===== config.mk =====
export PLATFORM = sky130hd
export DESIGN_NAME = pll_relock_seq
export DESIGN_NICKNAME = d
export VERILOG_FILES = /design/src/rtl/pll_seq_pkg.sv /design/src/rtl/pll_tick_timer.sv /design/src/rtl/pll_mult_stage.sv /design/src/rtl/pll_rate_scale.sv /design/src/rtl/pll_relock_seq.sv
export SDC_FILE = /design/constraint.sdc
export NUM_CORES = 1
export LEC_CHECK = 0
export BUFFER_PORTS_ARGS = -buffer_cell sky130_fd_sc_hd__clkbuf_2
export CAP_MARGIN = 25
export CORE_MARGIN = 5
export CORE_UTILIZATION = 56
export CTS_BUF_LIST = sky130_fd_sc_hd__clkbuf_4
export CTS_CLUSTER_DIAMETER = 100
export DETAILED_ROUTE_END_ITERATION = 6
export MAX_ROUTING_LAYER = met4
export PLACE_DENSITY = 0.95
export SYNTH_ARGS = -nofsm -noshare
export SYNTH_HDL_FRONTEND = slang
export SYNTH_SLANG_ARGS = --single-unit

===== constraint.sdc =====
create_clock -name clk -period 3.28 [get_ports clk]
set_clock_uncertainty 0.1 [all_clocks]
set_input_delay 0.656 -clock clk [delete_from_list [all_inputs] [get_ports clk]]
set_output_delay 0.656 -clock clk [all_outputs]
set_load 0.02 [all_outputs]

===== src/rtl/pll_seq_pkg.sv =====
package pll_seq_pkg;

    typedef enum logic [2:0] {
        ST_IDLE,
        ST_BYPASS_WAIT,
        ST_RESET_HOLD,
        ST_LOCK_WAIT,
        ST_ENABLE
    } seq_state_e;

    // control bit positions
    localparam int CB_EN    = 0;
    localparam int CB_PWRDN = 1;
    localparam int CB_RSTN  = 3;
    localparam int CB_DIS   = 4;
    localparam int CB_ENSRC = 5;
    localparam int CB_MODE  = 8;
    localparam int CTRL_W   = 9;

    localparam logic [CTRL_W-1:0] CTRL_MASK  = 9'h13B;
    localparam logic [CTRL_W-1:0] CTRL_RESET = 9'h010;

    localparam logic [1:0] RA_CTRL = 2'd0;
    localparam logic [1:0] RA_MULT = 2'd1;
    localparam logic [1:0] RA_STAT = 2'd2;
    localparam logic [1:0] RA_CMD  = 2'd3;

endpackage


===== src/rtl/pll_tick_timer.sv =====
module pll_tick_timer #(
    parameter int CW = 8
) (
    input  logic          clk,
    input  logic          rst_n,
    input  logic          load,
    input  logic [CW-1:0] load_val,
    input  logic          tick,
    output logic          done
);
    logic [CW-1:0] cnt_d, cnt_q;

    always_comb begin
        cnt_d = cnt_q;
        if (load)
            cnt_d = load_val;
        else if (tick && (cnt_q != '0))
            cnt_d = cnt_q - 1'b1;
    end

    always_ff @(posedge clk or negedge rst_n) begin
        if (!rst_n) cnt_q <= '0;
        else        cnt_q <= cnt_d;
    end

    assign done = (cnt_q == '0);

    AST_TMR_NO_WRAP: assert property (@(posedge clk) disable iff (!rst_n)
        (done && !load) |=> done);

    AST_TMR_TICK_ONLY: assert property (@(posedge clk) disable iff (!rst_n)
        (!load && !tick) |=> $stable(cnt_q));

endmodule


===== src/rtl/pll_mult_stage.sv =====
module pll_mult_stage #(
    parameter int DW       = 16,
    parameter int MW       = 5,
    parameter int MULT_MIN = 4,
    parameter int MULT_MAX = 24,
    parameter int MULT_RST = 4
) (
    input  logic          clk,
    input  logic          rst_n,
    input  logic          wr,
    input  logic [DW-1:0] wdata,
    input  logic          apply,
    output logic [MW-1:0] staged,
    output logic [MW-1:0] applied
);
    typedef struct packed {
        logic [MW-1:0] staged;
        logic [MW-1:0] applied;
    } mult_t;

    mult_t cur_q, nxt_d;
    logic  in_range;

    assign in_range = (wdata >= DW'(MULT_MIN)) && (wdata <= DW'(MULT_MAX));

    always_comb begin
        nxt_d = cur_q;
        if (wr && in_range)
            nxt_d.staged = wdata[MW-1:0];
        if (apply)
            nxt_d.applied = cur_q.staged;
    end

    always_ff @(posedge clk or negedge rst_n) begin
        if (!rst_n) begin
            cur_q.staged  <= MW'(MULT_RST);
            cur_q.applied <= MW'(MULT_RST);
        end else begin
            cur_q <= nxt_d;
        end
    end

    assign staged  = cur_q.staged;
    assign applied = cur_q.applied;

    AST_MULT_RANGE: assert property (@(posedge clk) disable iff (!rst_n)
        (wr && !in_range) |=> $stable(staged));

    AST_MULT_HOLD: assert property (@(posedge clk) disable iff (!rst_n)
        !apply |=> $stable(applied));

endmodule


===== src/rtl/pll_rate_scale.sv =====
module pll_rate_scale #(
    parameter int MW       = 5,
    parameter bit ALT_MULT = 1'b0
) (
    input  logic [MW-1:0] field,
    output logic [MW:0]   factor
);
    generate
        if (ALT_MULT) begin : g_double
            assign factor = {field, 1'b0};
        end else begin : g_plus_one
            assign factor = {1'b0, field} + (MW+1)'(1);
        end
    endgenerate
endmodule


===== src/rtl/pll_relock_seq.sv =====
module pll_relock_seq
    import pll_seq_pkg::*;
#(
    parameter int DW           = 16,
    parameter int MW           = 5,
    parameter int MULT_MIN     = 4,
    parameter int MULT_MAX     = 24,
    parameter int MULT_RST     = 4,
    parameter bit ALT_MULT     = 1'b0,
    parameter int BYPASS_TICKS = 4,
    parameter int RESET_TICKS  = 25,
    parameter int LOCK_RATIO   = 20
) (
    input  logic          clk,
    input  logic          rst_n,
    input  logic          ref_tick,
    input  logic          reg_wr,
    input  logic [1:0]    reg_addr,
    input  logic [DW-1:0] reg_wdata,
    output logic [DW-1:0] reg_rdata,
    input  logic          pll_lock,
    output logic          pll_en,
    output logic          pll_pwrdn,
    output logic          pll_rst_n,
    output logic          pll_dis,
    output logic          pll_ensrc,
    output logic          pll_clkmode,
    output logic [MW-1:0] pll_mult,
    output logic [MW:0]   mult_factor,
    output logic          busy
);
    localparam int LOCK_TICKS = LOCK_RATIO * RESET_TICKS;
    localparam int MAX_AB     = (BYPASS_TICKS > RESET_TICKS) ? BYPASS_TICKS : RESET_TICKS;
    localparam int MAX_TICKS  = (MAX_AB > LOCK_TICKS) ? MAX_AB : LOCK_TICKS;
    localparam int CW         = $clog2(MAX_TICKS + 1);

    typedef struct packed {
        seq_state_e        st;
        logic [CTRL_W-1:0] ctrl;
    } seq_t;

    seq_t          cur_q, nxt_d;
    logic          tmr_load, tmr_done, mult_apply, mult_wr;
    logic [CW-1:0] tmr_val;
    logic [MW-1:0] staged;

    assign mult_wr = reg_wr && (reg_addr == RA_MULT);

    always_comb begin
        nxt_d      = cur_q;
        tmr_load   = 1'b0;
        tmr_val    = '0;
        mult_apply = 1'b0;
        case (cur_q.st)
            ST_IDLE: begin
                if (reg_wr && reg_addr == RA_CTRL)
                    nxt_d.ctrl = reg_wdata[CTRL_W-1:0] & CTRL_MASK;
                if (reg_wr && reg_addr == RA_CMD && reg_wdata[0]) begin
                    nxt_d.ctrl[CB_EN]    = 1'b0;
                    nxt_d.ctrl[CB_ENSRC] = 1'b0;
                    tmr_load = 1'b1;
                    tmr_val  = CW'(BYPASS_TICKS);
                    nxt_d.st = ST_BYPASS_WAIT;
                end
            end
            ST_BYPASS_WAIT: begin
                if (tmr_done) begin
                    nxt_d.ctrl[CB_RSTN] = 1'b0;
                    nxt_d.ctrl[CB_DIS]  = 1'b0;
                    tmr_load = 1'b1;
                    tmr_val  = CW'(RESET_TICKS);
                    nxt_d.st = ST_RESET_HOLD;
                end
            end
            ST_RESET_HOLD: begin
                if (tmr_done) begin
                    nxt_d.ctrl[CB_RSTN] = 1'b1;
                    mult_apply = 1'b1;
                    tmr_load = 1'b1;
                    tmr_val  = CW'(LOCK_TICKS);
                    nxt_d.st = ST_LOCK_WAIT;
                end
            end
            ST_LOCK_WAIT: begin
                if (tmr_done && pll_lock)
                    nxt_d.st = ST_ENABLE;
            end
            ST_ENABLE: begin
                nxt_d.ctrl[CB_EN] = 1'b1;
                nxt_d.st = ST_IDLE;
            end
            default: nxt_d.st = ST_IDLE;
        endcase
    end

    always_ff @(posedge clk or negedge rst_n) begin
        if (!rst_n) begin
            cur_q.st   <= ST_IDLE;
            cur_q.ctrl <= CTRL_RESET;
        end else begin
            cur_q <= nxt_d;
        end
    end

    pll_tick_timer #(.CW(CW)) u_timer (
        .clk      (clk),
        .rst_n    (rst_n),
        .load     (tmr_load),
        .load_val (tmr_val),
        .tick     (ref_tick),
        .done     (tmr_done)
    );

    pll_mult_stage #(
        .DW(DW), .MW(MW), .MULT_MIN(MULT_MIN), .MULT_MAX(MULT_MAX), .MULT_RST(MULT_RST)
    ) u_mult (
        .clk     (clk),
        .rst_n   (rst_n),
        .wr      (mult_wr),
        .wdata   (reg_wdata),
        .apply   (mult_apply),
        .staged  (staged),
        .applied (pll_mult)
    );

    pll_rate_scale #(.MW(MW), .ALT_MULT(ALT_MULT)) u_scale (
        .field  (pll_mult),
        .factor (mult_factor)
    );

    assign busy        = (cur_q.st != ST_IDLE);
    assign pll_en      = cur_q.ctrl[CB_EN];
    assign pll_pwrdn   = cur_q.ctrl[CB_PWRDN];
    assign pll_rst_n   = cur_q.ctrl[CB_RSTN];
    assign pll_dis     = cur_q.ctrl[CB_DIS];
    assign pll_ensrc   = cur_q.ctrl[CB_ENSRC];
    assign pll_clkmode = cur_q.ctrl[CB_MODE];

    always_comb begin
        case (reg_addr)
            RA_CTRL: reg_rdata = {{(DW-CTRL_W){1'b0}}, cur_q.ctrl};
            RA_MULT: reg_rdata = {{(DW-MW){1'b0}}, staged};
            RA_STAT: reg_rdata = {{(DW-2){1'b0}}, pll_lock, busy};
            default: reg_rdata = '0;
        endcase
    end

    AST_BYPASS_PAIR: assert property (@(posedge clk) disable iff (!rst_n)
        $rose(busy) |-> (!pll_en && !pll_ensrc));

    AST_RESET_PAIR: assert property (@(posedge clk) disable iff (!rst_n)
        (busy && $fell(pll_rst_n)) |-> !pll_dis);

    AST_EN_AFTER_LOCK: assert property (@(posedge clk) disable iff (!rst_n)
        ($rose(pll_en) && $past(busy)) |-> $past(pll_lock));

    AST_EN_LOW_BUSY: assert property (@(posedge clk) disable iff (!rst_n)
        busy |-> !pll_en);

    AST_BUSY_FALL_EN: assert property (@(posedge clk) disable iff (!rst_n)
        $fell(busy) |-> pll_en);

endmodule


==> run summary <==
GPL Wtd Cong - 0.906
Site Rows - 20
Initial core utilization - 57.5%
Reg-to-reg endpoint - u_timer.cnt_q[4]
DRC Markers - 0
Critical Path Sink Type - primary output
Post-synth EDFFs - 0
Post-cts resize count - 0
Final period utilization - 73.1%
RSZ-0062 raised after global routing - false
Critical R2R Launch - u_timer.cnt_q[0]
Gate count of the mapped netlist - 171
Full die area - 4290 um^2
Met1 Use GR - 26.3%
Post-Route Setup TNS - 0 ps
Most used DFF post-synth - dfrtp_1
Logic pwr share - 23.5%
Fillcell total - 247
Reg2reg path depth - 6
Count leader, synth - dfrtp_1
Antenna fix cells - 0
Met2 usage - 33.0%
Pre-antenna DRT Iters - 4
Sw Share - 32.7%
P_leak - 0.000977 uW
Crit start category - flop
Io pins - 57
Total CTS buffers - 3
GRT Max-Usage Layer - met2
Reg clk slew, reported paths - 160 ps
Grt met3 use - 2.22%
Leading area contributor after synthesis - dfrtp_1
CTS tree - yes
CP Max Fanout - 12
FF+latch count, synth - 28
Reg power frac - 50.8%
Core Area - 3000 um^2
Worst Path Required - 2520 ps
DR iter-0 viols - 56
Area taken by multi-input logic gates - 938 um^2
H-tree depth - 1
Worst slew margin - 54.8%
Areal power density over the cells - 447 nW/um^2
Hpwl dp - 3010 um
Non-Filler Cell Area, Final - 1990 um^2
Seq/Total Area, Yosys - 40.8%
Power Internal - 598 uW
# port buffers - 47
CP Class - reg2out
Yosys warnings - 0
Setup WS pre-CTS - 1140 ps
First-pass GRT wire length - 6650 um
Root buf cell - clkbuf_4
Worst Tran Pin Value - 678 ps
Largest net degree at the start of global routing - 29
Area Growth Syn to Fin - 15.4%
Most instantiated cells after synthesis - dfrtp_1, nand2_1, mux2_1
Sw power - 291 uW
Netlist Area Pre-Place - 1730 um^2
Area after DPL - 1940 um^2
Crit path DAT - 1640 ps
Post-synth ARST share - 100%
Final setup fails - 0
Horiz. Die Dim - 65.5 um
Netlist cell types - 53
Final core occ - 66.3%
Clock buffer depth - 2
FMAX - 417 MHz
Nets - 241
Clk sink count - 28
Status - complete, no violations
Total track usage - 20.2%
Die Y - 65.5 um
Syn avg cell area - 10.1 um^2
Hold Vio Cnt, Final - 0
Number of global-route vias before repair - 1389
Clock network power share - 25.7%
Reg-to-reg slack, setup - 1110 ps
Max Cap Viol - 0
Initial antenna violation count - 0
Total gr overflow - 0
Share of cells above drive strength 1 - 31.6%
Post-CTS Setup Bufs - 0
Cts hold-fix bufs - 0
DR WL/cell - 15.9 um
Tot Pwr - 890 uW
Via count - 1474
Routed Antenna Nets - 0
Crit path launch - cur_q[10]
Hold Path Class - in2async
Avg Vias per Cell - 5.94
Top-area cell type share of the netlist area - 36.3%
FF/Latch Area - 704 um^2
Total Wirelength - 3940 um
Fin worst setup slack - 881 ps
Top cells by area, synth - dfrtp_1, mux2_1, dfstp_2
Crit path time final - 2400 ps
Pins Over Slew Limit - 0
Clock insertion delay at the later pin of the skew report - 320 ps
Peak VDD IR - 0.276 mV
==> power by group through the flow <==
stage | Clock (uW) | Sequential [uW] | Combinational, uW
2_1_floorplan | 0 | 442 | 162
4_1_cts | 229 | 450 | 209
6_report | 228 | 452 | 210
3_5_place_dp | 0 | 454 | 205
3_3_place_gp | 0 | 454 | 197
5_1_grt | 248 | 460 | 234
==> critical path, stage by stage (launching register included) <==
cell	delay, ps
dfrtp_1	530
nor3_1	410
nor2_1	70
nand2_1	70
o21ai_0	70
clkbuf_2	160
==> state kept, by name, summed over array words and instances, names as in the netlist <==
signal,count
u_timer.cnt_q,9
pll_dis,1
pll_ensrc,1
pll_en,1
u_mult.applied,5
u_mult.staged,5
pll_pwrdn,1
pll_rst_n,1
cur_q,3
pll_clkmode,1
==> cells in the final DEF, fill, tap and decap left out, types with 2 or more instances in the layout <==
master,count
a21oi_1,6
a311oi_1,2
clkbuf_2,47
clkbuf_4,3
conb_1,9
dfrtp_1,25
dfstp_2,3
ha_1,2
inv_1,4
mux2_1,10
mux2_2,2
mux2i_1,6
nand2_1,11
nand2b_1,3
nand3_1,3
nand4_1,3
nand4_2,2
nor2_1,9
nor2b_1,2
nor3_1,4
nor3_2,2
nor3b_1,5
nor4_1,4
o21ai_0,7
o21ai_1,4
o311ai_1,2
o31ai_1,3
or2_1,2
or3_1,2
or3_4,2
xnor2_1,3
xor2_1,3
==> logic make-up after synthesis <==
logic type                 after synthesis  share of synthesized area (%)
muxes                                   18                           11.3
and+or+nand+nor                         64                           23.6
AOI/OAI and AO/OA                       32                           13.0
DFF                                     28                           40.8
xor gates and xnor gates                 6                           3.05
buffers and inverters                   20                           6.53
adders and majority gates                2                           1.45
other                                    1                          0.217
==> layer usage <==
metal | share of wire [%] | wire (um)
met2 | 51 | 2000
met1 | 44 | 1730
met3 | 3.9 | 152
met4 | 1.4 | 57
met5 | 0 | 0
==> worst max path at each step <==
stage / endpoint / depth (start not counted)
finish: reg_rdata[0] / 5
global route: reg_rdata[0] / 5
floorplan: reg_rdata[0] / 3
global placement: reg_rdata[1] / 4
detailed placement: reg_rdata[1] / 4
CTS: reg_rdata[0] / 5
==> final cells by class <==
cell class	count	share of cell area, %
clock buffer	3	1.13
multi-input combinational	131	47.1
inverter	5	0.943
timing repair buffer	47	11.8
clock inverter	1	1.51
tap	33	2.07
sequential	28	35.4
==> metrics by stage <==
| step | hold slack (ps) | std cells |
|---|---|---|
| floorplan | 260 | 179 |
| global placement | 403 | 244 |
| detailed placement | 409 | 244 |
| CTS | 248 | 248 |
| global route | 274 | 248 |
| finish | 231 | 248 |
Power figures use the tool's default switching activity.
